**src/rtl/pbl_pkg.sv**
```systemverilog
`timescale 1ns/1ps
package pbl_pkg;

  localparam int unsigned FUNC_W = 2;

  typedef enum logic [FUNC_W-1:0] {
    FN_AND = 2'b00,
    FN_OR  = 2'b01,
    FN_NOT = 2'b10,
    FN_XOR = 2'b11
  } funcSel_e;

  typedef struct packed {
    logic advance;
    logic clear;
  } pipeStrobe_t;

endpackage

```
**src/rtl/pbl_ctrl.sv**
```systemverilog
`timescale 1ns/1ps
module pbl_ctrl
  import pbl_pkg::*;
(
  input  logic        en,
  input  logic        unitSel,
  output pipeStrobe_t strb
);

  // Deselection outranks enable: a deselected unit is flushed even when frozen.
  always_comb begin
    strb.clear   = ~unitSel;
    strb.advance = unitSel & en;
  end

endmodule

```
**src/rtl/pbl_datapath.sv**
```systemverilog
`timescale 1ns/1ps
module pbl_datapath
  import pbl_pkg::*;
#(
  parameter int unsigned OP_W  = 4,
  parameter int unsigned OUT_W = 8
) (
  input  logic             clk,
  input  logic             rstN,
  input  pipeStrobe_t      strb,
  input  logic [OP_W-1:0]  opA,
  input  logic [OP_W-1:0]  opB,
  output logic [OUT_W-1:0] result
);

  localparam int unsigned FLD_W = OP_W - 1;
  localparam int unsigned PAD_W = OUT_W - FLD_W;

  // Stage 1: raw capture
  logic [OP_W-1:0]  s1A, s1B;
  // Stage 2: decoded function and data fields
  funcSel_e         s2Func;
  logic [FLD_W-1:0] s2A, s2B;
  // Stage 3: evaluated field
  logic [FLD_W-1:0] s3Res;
  logic [FLD_W-1:0] evalNext;

  always_ff @(posedge clk or negedge rstN) begin
    if (!rstN) begin
      s1A <= '0;
      s1B <= '0;
    end else if (strb.clear) begin
      s1A <= '0;
      s1B <= '0;
    end else if (strb.advance) begin
      s1A <= opA;
      s1B <= opB;
    end
  end

  always_ff @(posedge clk or negedge rstN) begin
    if (!rstN) begin
      s2Func <= FN_AND;
      s2A    <= '0;
      s2B    <= '0;
    end else if (strb.clear) begin
      s2Func <= FN_AND;
      s2A    <= '0;
      s2B    <= '0;
    end else if (strb.advance) begin
      s2Func <= funcSel_e'({s1A[OP_W-1], s1B[OP_W-1]});
      s2A    <= s1A[FLD_W-1:0];
      s2B    <= s1B[FLD_W-1:0];
    end
  end

  always_comb begin
    unique case (s2Func)
      FN_AND:  evalNext = s2A & s2B;
      FN_OR:   evalNext = s2A | s2B;
      FN_NOT:  evalNext = ~s2A;
      FN_XOR:  evalNext = s2A ^ s2B;
      default: evalNext = '0;
    endcase
  end

  always_ff @(posedge clk or negedge rstN) begin
    if (!rstN)              s3Res <= '0;
    else if (strb.clear)    s3Res <= '0;
    else if (strb.advance)  s3Res <= evalNext;
  end

  always_ff @(posedge clk or negedge rstN) begin
    if (!rstN)              result <= '0;
    else if (strb.clear)    result <= '0;
    else if (strb.advance)  result <= {{PAD_W{1'b0}}, s3Res};
  end


  not_ignores_b_chk: assert property (@(posedge clk) disable iff (!rstN)
    (strb.advance && s2Func == FN_NOT) |=> (s3Res == ~$past(s2A)));


  xor_field_chk: assert property (@(posedge clk) disable iff (!rstN)
    (strb.advance && s2Func == FN_XOR) |=> (s3Res == ($past(s2A) ^ $past(s2B))));


  out_follows_chk: assert property (@(posedge clk) disable iff (!rstN)
    strb.advance |=> (result[FLD_W-1:0] == $past(s3Res)));


  frozen_hold_chk: assert property (@(posedge clk) disable iff (!rstN)
    (!strb.advance && !strb.clear) |=> ($stable(result) && $stable(s1A) && $stable(s2A)));


  deselect_zero_chk: assert property (@(posedge clk) disable iff (!rstN)
    strb.clear |=> (result == '0 && s1A == '0 && s3Res == '0));


  upper_zero_chk: assert property (@(posedge clk) disable iff (!rstN)
    strb.advance |=> (result[OUT_W-1:FLD_W] == '0));

endmodule

```
**src/rtl/packed_logic_unit.sv**
```systemverilog
`timescale 1ns/1ps
module packed_logic_unit
  import pbl_pkg::*;
#(
  parameter int unsigned OP_W  = 4,
  parameter int unsigned OUT_W = 8
) (
  input  logic             clk,
  input  logic             rstN,
  input  logic             en,
  input  logic             unitSel,
  input  logic [OP_W-1:0]  opA,
  input  logic [OP_W-1:0]  opB,
  output logic [OUT_W-1:0] result
);

  pipeStrobe_t strb;

  pbl_ctrl uCtrl (
    .en      (en),
    .unitSel (unitSel),
    .strb    (strb)
  );

  pbl_datapath #(
    .OP_W  (OP_W),
    .OUT_W (OUT_W)
  ) uDp (
    .clk    (clk),
    .rstN   (rstN),
    .strb   (strb),
    .opA    (opA),
    .opB    (opB),
    .result (result)
  );

endmodule

```
**config.mk**
```make
export PLATFORM = sky130hd
export DESIGN_NAME = packed_logic_unit
export DESIGN_NICKNAME = d
export VERILOG_FILES = /design/src/rtl/pbl_pkg.sv /design/src/rtl/pbl_ctrl.sv /design/src/rtl/pbl_datapath.sv /design/src/rtl/packed_logic_unit.sv
export SDC_FILE = /design/constraint.sdc
export NUM_CORES = 1
export LEC_CHECK = 0
export CAP_MARGIN = 0
export CELL_PAD_IN_SITES_DETAIL_PLACEMENT = 0
export CELL_PAD_IN_SITES_GLOBAL_PLACEMENT = 2
export CORE_AREA = 2 2 45 79
export CTS_BUF_LIST = sky130_fd_sc_hd__clkbuf_4 sky130_fd_sc_hd__clkbuf_8
export CTS_CLUSTER_DIAMETER = 150
export DETAILED_ROUTE_END_ITERATION = 10
export DIE_AREA = 0 0 47 81
export DONT_BUFFER_PORTS = 1
export GPL_TIMING_DRIVEN = 1
export PLACE_DENSITY_LB_ADDON = 0.15
export SYNTH_ARGS = -nofsm -noshare
export SYNTH_HDL_FRONTEND = slang
export SYNTH_SLANG_ARGS = --single-unit
```
**constraint.sdc**
```tcl
create_clock -name clk -period 1.4 [get_ports clk]
set_input_delay 0.28 -clock clk [delete_from_list [all_inputs] [get_ports clk]]
set_output_delay 0.28 -clock clk [all_outputs]
set_load 0.03 [all_outputs]
```
Word-level counts from Yosys, hierarchy flattened
Cells that the tools add are included.
{"block": "totals", "regBits": 27, "in_bits": 12, "out_inout_bits": 8, "wordCells": 32}
{"block": "classes", "n_eq_ne": 4, "n_mux": 15, "bitwise": 5, "n_reduce_logical": 1}
{"cell": "3-bit two-way mux", "count": 6}
{"cell": "4-bit two-way mux", "count": 4}
{"cell": "8-bit two-way mux", "count": 2}
{"cell": "3-bit case mux with 4 select lines", "count": 1}
{"cell": "2-bit == test, second input constant", "count": 2}
{"cell": "2-bit two-way mux", "count": 2}
{"cell": "3-bit bitwise AND", "count": 1}
{"cell": "3-bit NOT", "count": 1}
{"cell": "3-bit bitwise OR", "count": 1}
{"cell": "3-bit bitwise XOR", "count": 1}
{"cell": "2-bit by 1-bit == test with 1-bit output, second input constant", "count": 1}
{"cell": "2-bit logical NOT", "count": 1}
{"cell": "2-bit by 1-bit != test with 1-bit output, second input constant", "count": 1}
{"cell": "1-bit bitwise AND", "count": 1}

Logic depth before layout (Yosys ltp)
Gate-level depths: netlist of the first run.
{"block": "depth", "ltp_word": 4, "depth_mapped": 5}

Hierarchy
Synthesis of the first run repeated with hierarchy kept, for this count alone.
{"block": "unflattened", "cells_unflattened": 104, "area_unflattened_um2": 1138.6}
{"mod": "pbl_datapath", "instances": 1, "cells_per_inst": 102, "area_each_um2": 1128.6, "seq_area_each_um2": 550.5}
{"mod": "pbl_ctrl", "instances": 1, "cells_per_inst": 2, "area_each_um2": 10.0, "seq_area_each_um2": 0.0}

Worst setup path after synthesis of the first run
OpenSTA, ideal clock, no wires.
{"block": "synth_path", "path_type": "register to register", "startpoint": "register uDp.s2A[2]", "endpoint": "register uDp.s3Res[2]", "arrival_time_ps": 1268, "slack_ps": 59, "path_stages_with_launch": 6, "n_path_buf": 0, "period_less_slack_ps": 1341, "path_cell_list": "dfrtp_1 inv_1 ha_1 inv_1 mux4_2 a21oi_2"}
{"block": "synth_between", "elab_chain_len": 4, "elab_cells_between_ends": 7, "cone_classes": "mux (3); bitwise (4)"}
{"item": "start: declaration", "line_no": "pbl_datapath.sv:23", "source": "logic [FLD_W-1:0] s2A, s2B;"}
{"item": "start signal: assignment", "line_no": "pbl_datapath.sv:52", "source": "s2A <= s1A[FLD_W-1:0];"}
{"item": "3-bit bitwise XOR (tied with other cells)", "line_no": "pbl_datapath.sv:62", "source": "FN_XOR: evalNext = s2A ^ s2B;"}
{"item": "3-bit case mux with 4 select lines *", "line_no": "pbl_datapath.sv:58", "source": "unique case (s2Func)"}
{"item": "3-bit two-way mux *", "line_no": "pbl_datapath.sv:70", "source": "else if (strb.advance) s3Res <= evalNext;"}
{"item": "3-bit two-way mux *", "line_no": "pbl_datapath.sv:69", "source": "else if (strb.clear) s3Res <= '0;"}
{"item": "end signal: assignment", "line_no": "pbl_datapath.sv:70"}
{"item": "end: declaration", "line_no": "pbl_datapath.sv:25", "source": "logic [FLD_W-1:0] s3Res;"}
Every way passes the cells marked *; elsewhere a longest branch is shown, timed or not. The select of a mux whose other input is x is not followed.
A chain may end at the register's enable or synchronous reset.

Final worst setup path of the first run
{"block": "layout_path", "startpoint": "register uDp.s2B[2]", "endpoint": "register uDp.s3Res[2]"}
{"block": "layout_between", "elab_chain_len": 4, "elab_cells_between_ends": 6, "cone_classes": "mux (3); bitwise (3)"}
{"item": "start: declaration", "line_no": "pbl_datapath.sv:23"}
{"item": "start signal: assignment", "line_no": "pbl_datapath.sv:53", "source": "s2B <= s1B[FLD_W-1:0];"}
{"item": "3-bit bitwise XOR (tied with other cells)", "line_no": "pbl_datapath.sv:62"}
{"item": "3-bit case mux with 4 select lines *", "line_no": "pbl_datapath.sv:58"}
{"item": "3-bit two-way mux *", "line_no": "pbl_datapath.sv:70"}
{"item": "3-bit two-way mux *", "line_no": "pbl_datapath.sv:69"}
Marked as above.

==> results of run 1 <==
[layout make-up]
class,count,area [µm²],area share [%]
Timing Repair Buffer,7,57.6,4.51
Inverter,11,41.3,3.24
Clock buffer,4,55.1,4.32
Tap cell,45,56.3,4.42
Multi-Input combinational cell,61,514,40.3
Sequential cell,22,551,43.2
[cells by family (layout without fill, tap and decap cells)]
kind of cell / after synthesis / in the layout / synth area share (%)
flip-flops: 22 / 22 / 47.1
buffers and inverters: 22 / 22 / 10.3
multiplexers: 21 / 21 / 20.4
AND/OR/NAND/NOR: 21 / 21 / 10.8
AO/OA/AOI/OAI: 8 / 8 / 4.71
adder cells (fa/ha/maj): 6 / 6 / 6.42
other: 1 / 5 / 0.321
[power groups by stage]
stage	combinational (µW)	clock (µW)	sequential, µW
2_1_floorplan	122	0	694
6_report	119	459	685
3_3_place_gp	99.2	0	698
5_1_grt	135	503	689
3_5_place_dp	103	0	699
4_1_cts	118	478	686
[critical path, cell delays in order (launching register included)]
cell	delay (ns)
dfrtp_1	0.37
inv_1	0.05
ha_1	0.26
inv_1	0.03
mux4_2	0.46
a21oi_2	0.12
[cells in the mapped netlist]
| cell | instances | area [µm²] |
|---|---|---|
| a21oi_1 | 2 | 10.0 |
| a21oi_2 | 1 | 8.76 |
| buf_4 | 8 | 60.1 |
| buf_6 | 1 | 11.3 |
| clkbuf_1 | 2 | 7.51 |
| conb_1 | 1 | 3.75 |
| dfrtp_1 | 22 | 551 |
| ha_1 | 6 | 75.1 |
| inv_1 | 11 | 41.3 |
| mux2i_1 | 19 | 190 |
| mux4_1 | 1 | 26.3 |
| mux4_2 | 1 | 22.5 |
| nand2_1 | 1 | 3.75 |
| nor2_1 | 1 | 3.75 |
| nor2b_1 | 19 | 119 |
| o2111ai_1 | 1 | 8.76 |
| o21a_1 | 1 | 7.51 |
| o21ai_0 | 2 | 10.0 |
| o311a_1 | 1 | 10.0 |
[cell usage in the layout (no fill, tap or decap), drive strengths merged]
cell type,n
dfrtp,22
mux2i,19
nor2b,19
inv,11
ha,6
buf,6
conb,5
clkbuf,4
a21oi,3
mux4,2
o21ai,2
nor2,1
nand2,1
o2111ai,1
o21a,1
o311a,1
dlymetal6s4s,1
[state kept, by name, indices dropped and copies added, names as in the netlist]
| name | count |
|---|---|
| uDp.result | 3 |
| uDp.s1A | 4 |
| uDp.s1B | 4 |
| uDp.s2A | 3 |
| uDp.s2B | 3 |
| uDp.s2Func | 2 |
| uDp.s3Res | 3 |
[worst max path at each step]
stage                     slack (ns)            to  cells past startpoint
after floorplan                 0.06  uDp.s3Res[2]                      5
after global placement          0.06  uDp.s3Res[2]                      5
after detailed placement        0.02  uDp.s3Res[2]                      5
after CTS                      0.001  uDp.s3Res[2]                      5
after global routing           -0.02  uDp.s3Res[2]                      5
final                           0.04  uDp.s3Res[2]                      5
[what timing repair did]
item,in CTS,in global routing
resized for setup,0,3
setup endpoints to repair,0,24
endpoints found under the hold margin,22,0
hold buffers,1,0
setup buffers,0,1
[stage by stage]
stage          hold WS (ns)  setup TNS, ns  instance area [µm²]
2_1_floorplan       -0.0156              0                 1180
3_3_place_gp        -0.0150              0                 1200
4_1_cts              0.0766              0                 1260
3_5_place_dp        -0.0150              0                 1200
5_1_grt              0.0729        -0.0286                 1270
6_report             0.0830              0                 1270
[layer usage]
layer  global-route usage, %  vias up  wire (µm)
li1                        -      329          -
met1                    14.0      325        782
met2                    17.5       12        986
met3                    2.22        5         60
met4                    6.67        0         46
met5                       0        -          0
==> metrics, run 1 <==
status complete, no violations; Worst R2R Path Depth 5; reg-to-reg critical path startpoint uDp.s2B[2]; power share of the combinational group 9.4%; synthesis-to-layout area growth 8.98%; grt total ovfl 0; CTS Buffer Depth 2; clk_lat worst skew 0.26 ns; number of fill cells 350; die area 3810 µm²; Req. time, crit path 1.60 ns; leakage 0.000615 µW; Setup Crit Path Kind reg2reg; hold path depth 1; critical register-to-register path endpoint uDp.s3Res[2]; number of H-tree levels 1; TritonCTS clock tree built; Slew Limit Fails 0; Final Non-Filler Cells 150; Detailed Place HPWL 1.25 mm; Int Pwr 974 µW; CP startpoint uDp.s2B[2]; Chip Width 47 µm; Final setup viols 0; 1st-iter DRT viols 12; Rel. slew slack 33.2%; total global routing track utilization 11.3%; CORE AREA 3220 µm²; synth warn 0; CTS Buf Count 3; crit start category register; Sw Share 22.9%; Routed WL per cell 12.5 µm; DR DRC count 0; Final Util 39.6%; layout net count 124; final hold vios 0; antenna violations before repair 0; post-layout min period 1.36 ns; register area share after synthesis 47.1%; clock transition at the registers of the reported paths 0.08 ns; hold path endpoint uDp.s3Res[1]; syn avg cell area 11.6 µm²; area of the mapped netlist 1170 µm²; IR Drop Worst-Case VDD 0.000574 V; RSZ-0062 raised after global routing yes; hold wc startpoint en; Antenna Nets Post-Route 0; Crit path arrival time 1.55 ns; I/O Buffers 0; clock network fraction of total power 36.3%; Tightest Pin Transition 1.00 ns; maxcap violations 0; post-synthesis cell type count 19; nature of the critical path endpoint register; Initial Util 36.3%; drt via density 4.47; final setup margin 0.0435 ns; Critical Path Fanout Max 3; worst min-delay path class in2reg; flops & latches, synth 22; layout cell share with drive strength beyond 1 13.3%; vias in the first global route 643; power per cell area 991 nW/µm²; placer congestion estimate 0.682; r2r setup slk 0.04 ns; largest net degree at the start of global routing 27; clock skew 0.00439 ns; Post-Synthesis Cells 101; First-pass DRT Iterations 4; clk root buf clkbuf_8; die extent in y 81 µm; sequential power share 54.2%; Post-Place Cells 144; Tcrit/Tclk final 96.9%; first-pass GRT wire length 3.04 mm; worst slack, placed 0.0182 ns; final WL 1.88 mm; NetSw 289 µW; IO Pins 20; CTS Sinks 22; row cnt 28; n_diodes 0; Vias 671; FMAX 737 MHz; Tot Pwr 1260 µW
(Power assumes the default switching activity.)
==> inputs of run 2 (changes only) <==
PLACE_DENSITY = 0.74   (was not set)
PLACE_DENSITY_LB_ADDON = not set   (was 0.15)
==> run 2 against run 1 <==
Sequential power about the same. Register-to-register slack barely moved. Global-route usage hardly changed. Wire length is 4.9% lower. Die area unchanged. Via count shrank 3.0%. Non-clock buffer count did not move. Sequential cell count is the same.
==> metrics, run 2 (synthesized netlist as in run 1, its figures left out) <==
Crit path arrival time 1.53 ns; clk_lat worst skew 0.25 ns; final hold vios 0; First-pass DRT Iterations 2; vias in the first global route 688; Critical Path Fanout Max 2; final WL 1.78 mm; FMAX 745 MHz; largest registers uDp.s1A x4, uDp.s1B x4; nature of the critical path endpoint register; antenna violations before repair 0; Tot Pwr 1180 µW; maxcap violations 0; Final setup viols 0; leakage 0.000608 µW; clock transition at the registers of the reported paths 0.07 ns; 1st-iter DRT viols 4; Tightest Pin Transition 0.996 ns; DR DRC count 0; Slew Limit Fails 0; die area 3810 µm²; commonest cells after routing, fill and taps aside 22 x dfrtp_1, 19 x mux2i_1, 19 x nor2b_1, 11 x inv_1; crit start category register; IR Drop Worst-Case VDD 0.000597 V; synthesis-to-layout area growth 7.81%; Vias 651; die extent in y 81 µm; CP max stage cell mux4_2; most common cell after layout, fill and taps aside dfrtp_1; RSZ-0062 raised after global routing yes; worst min-delay path class in2reg; total global routing track utilization 11.3%; Worst path most repeated cell inv_1; IO Pins 20; largest net degree at the start of global routing 27; I/O Buffers 0; Antenna Nets Post-Route 0; Detailed Place HPWL 1.19 mm; worst slack, placed 0.0103 ns; Chip Width 47 µm; CTS Sinks 22; final setup margin 0.0581 ns; status complete, no violations; number of H-tree levels 1; CP max stage delay 0.46 ns; Tcrit/Tclk final 95.8%; layout cell share with drive strength beyond 1 12.5%; CTS Buffer Depth 2; Routed WL per cell 12.0 µm; first-pass GRT wire length 3.06 mm; n_diodes 0; drt via density 4.37; Initial Util 36.3%; clk root buf clkbuf_8; placer congestion estimate 0.653; clock skew 0.000872 ns; Final Util 39.1%; Rel. slew slack 33.6%; number of fill cells 347; post-layout min period 1.34 ns; total negative slack 0 ns; TritonCTS clock tree built; row cnt 28; grt total ovfl 0; CP cell instances inv_1 > ha_1 > inv_1 > mux4_2 > a21oi_2; Setup Crit Path Kind reg2reg; power per cell area 939 nW/µm²; Req. time, crit path 1.59 ns; CTS Buf Count 3; CORE AREA 3220 µm²; layout net count 124; WHS 0.0905 ns
-- run 2: cell type report --
type	count	area [µm²]	share of cell area [%]
clock buffers	3	41.3	3.27
multi-input cells	61	514	40.8
repair buffers	7	57.6	4.56
well taps	45	56.3	4.46
inverters	11	41.3	3.27
flip-flops and latches	22	551	43.7
-- run 2: power breakdown --
group,internal (µW),switching (µW),total [µW],leakage (µW)
sequential,663,21.7,685,0.000297
clock,192,190,382,0.0000216
combinational,60.1,58.2,118,0.000289
total,915,270,1180,0.000608
-- run 2: worst paths after layout --
check | from | endpoint | slack (ns) | depth (start not counted)
max in group asynchronous | rstN | uDp.s1B[3] | 0.54 | 1
worst max register to register | uDp.s2B[2] | uDp.s3Res[2] | 0.06 | 5
worst min register to register | uDp.s3Res[0] | uDp.result[0] | 0.54 | 2
worst max-delay path | uDp.s2B[2] | uDp.s3Res[2] | 0.06 | 5
worst min-delay path | en | uDp.s3Res[1] | 0.09 | 1
min in group asynchronous | rstN | uDp.result[0] | 0.26 | 1
-- run 2: metal layers --
metal / track usage (%) / vias up / share of wire, %
li1: - / 324 / -
met1: 13.4 / 306 / 43
met2: 18.2 / 14 / 51
met3: 2.67 / 7 / 2.8
met4: 5.83 / 0 / 3.2
met5: 0 / - / 0
-- run 2: worst max-delay path: cells and delay by family (launching register included) --
kind / cells / cell delay (ns)
adders and majority gates: 1 / 0.26
buffers and inverters: 2 / 0.08
muxes: 1 / 0.46
DFF: 1 / 0.36
AOI/OAI and AO/OA: 1 / 0.12
-- run 2: through the flow --
stage	std cells	cell area [µm²]
finish	149	1260
global route	149	1260
CTS	149	1260
detailed placement	144	1200
global placement	144	1200
floorplan	105	1180
-- run 2: repair_timing --
action,in CTS,in global routing
pin swaps,0,4
setup buffers,1,0
endpoints found under the setup margin,1,24
endpoints found under the hold margin,22,0
hold buffers,1,0
cloned,0,0
resized for setup,0,3
